**src/rtl/bag_pkg.sv**
```systemverilog
package bag_pkg;
  localparam int unsigned LOW_W = 2;

  typedef enum logic {
    ORDER_LINEAR = 1'b0,
    ORDER_ILV    = 1'b1
  } burst_order_e;
endpackage

```
**src/rtl/bag_step_ctrl.sv**
```systemverilog
module bag_step_ctrl
  import bag_pkg::*;
(
  input  logic             clk_i,
  input  logic             rst_ni,
  input  logic             load_i,
  input  logic             load_wr_i,
  input  logic             adv_i,
  input  logic             byte_wen_i,
  output logic             step_o,
  output logic [LOW_W-1:0] beat_nxt_o
);
  logic [LOW_W-1:0] beat_q;
  logic             wr_q;

  // write bursts need a byte strobe to move; load edge ignores adv
  assign step_o     = !load_i && adv_i && (!wr_q || byte_wen_i);
  assign beat_nxt_o = beat_q + LOW_W'(1);

  always_ff @(posedge clk_i or negedge rst_ni) begin
    if (!rst_ni) begin
      beat_q <= '0;
      wr_q   <= 1'b0;
    end else if (load_i) begin
      beat_q <= '0;
      wr_q   <= load_wr_i;
    end else if (step_o) begin
      beat_q <= beat_nxt_o;
    end
  end
endmodule

```
**src/rtl/bag_low_next.sv**
```systemverilog
module bag_low_next
  import bag_pkg::*;
(
  input  logic             order_i,
  input  logic [LOW_W-1:0] start_i,
  input  logic [LOW_W-1:0] beat_i,
  output logic [LOW_W-1:0] low_o
);
  logic [LOW_W-1:0] ilv_low;
  logic [LOW_W-1:0] lin_low;

  for (genvar b = 0; b < LOW_W; b++) begin : g_ilv
    assign ilv_low[b] = start_i[b] ^ beat_i[b];
  end

  assign lin_low = start_i + beat_i;
  assign low_o   = (burst_order_e'(order_i) == ORDER_ILV) ? ilv_low : lin_low;
endmodule

```
**src/rtl/bag_addr_reg.sv**
```systemverilog
module bag_addr_reg
  import bag_pkg::*;
#(
  parameter int unsigned ADDR_W = 19
) (
  input  logic              clk_i,
  input  logic              rst_ni,
  input  logic              load_i,
  input  logic              step_i,
  input  logic [ADDR_W-1:0] addr_i,
  input  logic [LOW_W-1:0]  low_nxt_i,
  output logic [LOW_W-1:0]  start_o,
  output logic [ADDR_W-1:0] addr_o
);
  localparam int unsigned UP_W = ADDR_W - LOW_W;

  logic [UP_W-1:0]  up_q;
  logic [LOW_W-1:0] low_q;
  logic [LOW_W-1:0] start_q;

  always_ff @(posedge clk_i or negedge rst_ni) begin
    if (!rst_ni) begin
      up_q    <= '0;
      low_q   <= '0;
      start_q <= '0;
    end else if (load_i) begin
      up_q    <= addr_i[ADDR_W-1:LOW_W];
      low_q   <= addr_i[LOW_W-1:0];
      start_q <= addr_i[LOW_W-1:0];
    end else if (step_i) begin
      low_q   <= low_nxt_i;  // upper bits untouched: no carry out of burst
    end
  end

  assign start_o = start_q;
  assign addr_o  = {up_q, low_q};
endmodule

```
**src/rtl/burst_addr_gen.sv**
```systemverilog
module burst_addr_gen
  import bag_pkg::*;
#(
  parameter int unsigned ADDR_W = 19
) (
  input  logic              clk_i,
  input  logic              rst_ni,
  input  logic              order_i,
  input  logic              load_i,
  input  logic              load_wr_i,
  input  logic [ADDR_W-1:0] addr_i,
  input  logic              adv_i,
  input  logic              byte_wen_i,
  output logic [ADDR_W-1:0] addr_o
);
  logic             step;
  logic [LOW_W-1:0] beat_nxt;
  logic [LOW_W-1:0] start;
  logic [LOW_W-1:0] low_nxt;

  bag_step_ctrl i_ctrl (
    .clk_i      (clk_i),
    .rst_ni     (rst_ni),
    .load_i     (load_i),
    .load_wr_i  (load_wr_i),
    .adv_i      (adv_i),
    .byte_wen_i (byte_wen_i),
    .step_o     (step),
    .beat_nxt_o (beat_nxt)
  );

  bag_low_next i_low (
    .order_i (order_i),
    .start_i (start),
    .beat_i  (beat_nxt),
    .low_o   (low_nxt)
  );

  bag_addr_reg #(.ADDR_W(ADDR_W)) i_areg (
    .clk_i     (clk_i),
    .rst_ni    (rst_ni),
    .load_i    (load_i),
    .step_i    (step),
    .addr_i    (addr_i),
    .low_nxt_i (low_nxt),
    .start_o   (start),
    .addr_o    (addr_o)
  );
endmodule

```
**config.mk**
```make
export PLATFORM = sky130hd
export DESIGN_NAME = burst_addr_gen
export DESIGN_NICKNAME = d
export VERILOG_FILES = /design/src/rtl/bag_pkg.sv /design/src/rtl/bag_step_ctrl.sv /design/src/rtl/bag_low_next.sv /design/src/rtl/bag_addr_reg.sv /design/src/rtl/burst_addr_gen.sv
export SDC_FILE = /design/constraint.sdc
export NUM_CORES = 1
export LEC_CHECK = 0
export ABC_CLOCK_PERIOD_IN_PS = 4030
export BUFFER_PORTS_ARGS = -buffer_cell sky130_fd_sc_hd__clkbuf_2
export CAP_MARGIN = 0
export CORE_MARGIN = 5
export CORE_UTILIZATION = 48
export CTS_CLUSTER_DIAMETER = 40
export DETAILED_ROUTE_END_ITERATION = 10
export PLACE_DENSITY_LB_ADDON = 0.12
export SETUP_SLACK_MARGIN = 0.02
export SLEW_MARGIN = 40
export SYNTH_ARGS = -nofsm -noshare
export SYNTH_HDL_FRONTEND = slang
export SYNTH_SLANG_ARGS = --single-unit
```
**constraint.sdc**
```tcl
create_clock -name clk_i -period 4.03 [get_ports clk_i]
set_input_delay 0.806 -clock clk_i [delete_from_list [all_inputs] [get_ports clk_i]]
set_output_delay 0.806 -clock clk_i [all_outputs]
set_load 0.01 [all_outputs]
```
After elaboration in Yosys (flattened, before gate mapping)
Index checks and enable logic that the tools add are counted.
- add/subtract/negate cells: 2
- multiplexer cells: 5
- bitwise logic cells: 2
- reductions and logical operators: 6
- operators with widths (cell ; count):
    $mux 2 ; 5
    $add 2x1->2 const B ; 1
    $add 2x2->2 ; 1
    $logic_and 1x1->1 ; 2
    $logic_not 1->1 ; 2
    $reduce_bool 2->1 ; 1
    $xor 1x1->1 ; 2
    $logic_or 1x1->1 ; 1
- register bits after elaboration: 24
- input bits: 26
- logic and storage cells: 20

Logic depth before layout (Yosys ltp)
- word-level depth: 5
- depth in mapped cells: 6
- depth with buffers taken out: 6

Hierarchy
Synthesis repeated with hierarchy kept, for this count alone.
- cell total of the unflattened synthesis: 70
- area, all modules: 1008.5 µm²
- by module, submodules not included (module ; instances ; cells each ; area an instance (µm²) ; sequential area each (µm²)):
    bag_addr_reg ; 1 ; 50 ; 794.5 ; 525.5
    bag_step_ctrl ; 1 ; 16 ; 177.7 ; 75.1
    bag_low_next ; 1 ; 4 ; 36.3 ; 0.0

Least setup slack after synthesis
No wires, ideal clock.
- kind: input-to-reg
- from: input port load_i
- to: register i_areg.up_q[12]
- library setup time: 125 ps
- arrival: 1400 ps
- required time: 3905 ps
- slack: 2505 ps
- stages on the path: 3
- path buffers: 2
- path through: buf_6 buf_4 mux2_2
- RTL lines (what ; line ; RTL):
    from (decl) ; burst_addr_gen.sv:9 ; input logic load_i,
    to (signal assigned) ; bag_addr_reg.sv:27 ; up_q <= addr_i[ADDR_W-1:LOW_W];
    to (decl) ; bag_addr_reg.sv:17 ; logic [UP_W-1:0] up_q;
No word-level cell between the ends.

Final worst setup path
- from: register i_areg.up_q[0]
- to: output port addr_o[2]
- RTL lines (what ; line ; RTL):
    to (decl) ; burst_addr_gen.sv:14 ; output logic [ADDR_W-1:0] addr_o
No word-level cell between the ends.

==> flow_summary.yaml <==
outcome:
  status: "complete, no violations"
detailed_routing:
  drt_wl_total_um: 1755
  drt-vias-per-instance: 4.700
  avgRoutedWirePerCell_um: 12.54
  via_count: 658
  first_iter_violations: 1
  drc: 0
  firstDrtPassIters: 2
  antenna_left: 0
sta:
  drv_slew: 0
  clock.fmax_mhz: 605.2
  slew_headroom_pct: 61.03
  setup_violations: 0
  rsz0062_at_grt: "false"
  hold_violations: 0
  setup_tns_ps: 0
  worst_slack_ps: 2378
  fin_skew_ps: 7.469
  worstMarginPinSlew_ps: 584.5
  period_share_pct: 41.00
  post-route-min-period_ps: 1652
setup_path:
  cp.buffers_inverters: 1
  worst_r2r_endpoint: "i_areg.low_q[1]"
  cpLargestDelayFamily: "flip-flops"
  path_cells: "clkbuf_2"
  path_class: "reg2out"
  critPathArrivalTime_ps: 850
  worst_setup_path_end_kind: "primary output"
  slowest_delay_ps: 400
  reg2reg_depth: 6
  slowest_stage: "dfrtp_1"
  critical_path.max_fanout: 2
  reg2reg_from: "i_ctrl.beat_q[0]"
  cp_data_required_time_ps: 3220
  worst-r2r-setup-slack_ps: 2610
  worstSetupStartpointType: "flop"
global_route:
  busiest_layer: "met2"
  grt_overflow: 0
  grtUsageMet1_pct: 14.29
  grt_max_degree: 28
  grt_pass1_wl_um: 3056
  met3_usage_pct: 4.429
  grt_usage_pct: 12.52
  grt_pass1_vias: 701
  antenna_found_initial: 0
  met2_usage_pct: 20.61
pwr:
  clkPwrFrac_pct: 31.4
  ir_drop_mv: 0.2442
  power_switching_w: 0.0001263
  combPwrFrac_pct: 17.4
  p_seq_share_pct: 51.1
  leakage_nw: 0.6463
  p_int_w: 0.0004169
  power_density_mw_per_mm2: 428.2
  swShare_pct: 23.26
  power_w: 0.0005433
placement:
  portBuffers: 44
  place_ws_ps: 2232
  hpwl_um: 1369
  globalplace.congestion: 0.7143
clocking:
  cts.hold.buffers_added: 0
  cts_tree: "done"
  numCtsBuffers: 3
  cts_setup_buffers: 0
  cts.sinks: 24
  clk_pin_slew_ps: 130
  cts_root_buffer: "clkbuf_4"
  clockBufferDepth: 2
  h-tree-depth: 1
  clkLatencyLatePin_ps: 310
  cts_resized: 0
cells_and_area:
  utilization_pct: 64.67
  multi_input_area_um2: 346.6
  fin_nets: 141
  drive_gt1_share_pct: 59.29
  diodes: 0
  fillerInstances: 177
  seq_area_um2: 600.6
  mostFrequentLayoutCell: "clkbuf_2"
  syn_to_final_growth_pct: 28.68
  final_cell_mix: "44 x clkbuf_2, 24 x dfrtp_1, 17 x mux2_2, 4 x inv_1, 4 x o21ai_0"
die:
  ioPinCount: 45
  die_w_um: 55.32
  design.die.area_mm2: 0.003060
  die_h_um: 55.32
  rows: 16
  initial_utilization_pct: 50.26
  core_area_mm2: 0.001962
run:
  drv_cap: 0
logic_synthesis:
  synth_fp_nets: 95
  synth_cell_type_count: 18
  synth-warning-count: 0
  synth_seq_area_share_pct: 60.91
  syn_area_um2: 985.9
  synth.avg_cell_area_um2: 14.50
  ys_seq_elements: 24
  netlist_instances: 68
worst_hold_path:
  hold_class: "in2async"
per-stage QoR:
step                      instances  hold slack [ps]  area [um2]
after floorplan                  68            501.7       985.9
after global placement          136            488.9        1216
after detailed placement        136            494.9        1216
after CTS                       140            479.4        1269
after global routing            140            502.8        1269
final                           140            472.0        1269
cell families (layout without fill, tap and decap cells):
logic type      after synthesis  in the layout  share of synthesized area [%]
flops                        24             24                          60.91
mux                          19             19                          21.45
compound gates                7              7                          4.188
buf+inv                       7             52                          3.933
simple gates                  6              6                          3.299
xor+xnor                      4              4                          4.950
fa+ha+maj                     1              1                          1.269
synthesized netlist by cell type:
| library cell | count | area [um2] |
|---|---|---|
| mux2i_1 | 2 | 20.02 |
| ha_1 | 1 | 12.51 |
| mux2_2 | 17 | 191.4 |
| buf_4 | 1 | 7.510 |
| buf_2 | 1 | 5.000 |
| xnor3_1 | 1 | 22.52 |
| xor2_1 | 1 | 8.760 |
| o21ai_2 | 1 | 8.760 |
| nand2_1 | 3 | 11.26 |
| nor2_1 | 2 | 7.510 |
| o21ai_1 | 1 | 5.000 |
| nor2b_4 | 1 | 13.76 |
| xnor2_1 | 2 | 17.52 |
| o21ai_0 | 4 | 20.02 |
| buf_6 | 1 | 11.26 |
| o211ai_1 | 1 | 7.510 |
| inv_1 | 4 | 15.01 |
| dfrtp_1 | 24 | 600.6 |
state kept, by name, indices dropped and copies added, names as in the netlist:
register	count
i_ctrl.wr_q	1
i_ctrl.beat_q	2
i_areg.up_q	17
i_areg.low_q	2
i_areg.start_o	2
area by class of cell:
| cell class | instances | share of cell area [%] |
|---|---|---|
| flip-flops and latches | 24 | 47.34 |
| clock inverters | 1 | 2.367 |
| well taps | 27 | 2.663 |
| inverters | 4 | 1.183 |
| multi-input cells | 37 | 27.32 |
| clock buffers | 3 | 1.775 |
| repair buffers | 44 | 17.36 |
power groups by stage:
stage / registers, W / clock network, W / logic, W
3_5_place_dp: 0.000283 / 0 / 0.0000972
4_1_cts: 0.000278 / 0.000177 / 0.0000974
6_report: 0.000278 / 0.000171 / 0.0000948
3_3_place_gp: 0.000282 / 0 / 0.0000947
5_1_grt: 0.000282 / 0.000186 / 0.000106
2_1_floorplan: 0.000292 / 0 / 0.0000454
per-layer routing:
metal / vias up / share of wire, %
met2: 26 / 48
met1: 310 / 41
li1: 320 / -
met4: 0 / 0.57
met5: - / 0
met3: 2 / 10
worst max path at each step:
stage,startpoint,endpoint,slack [ps],cells after the start
floorplan,load_i,i_areg.up_q[12],2500,3
global placement,load_i,i_areg.up_q[7],2240,2
detailed placement,load_i,i_areg.up_q[15],2230,2
CTS,i_areg.up_q[0],addr_o[2],2360,1
global route,i_areg.up_q[0],addr_o[2],2310,1
finish,i_areg.up_q[0],addr_o[2],2380,1
Power figures use the tool's default switching activity.
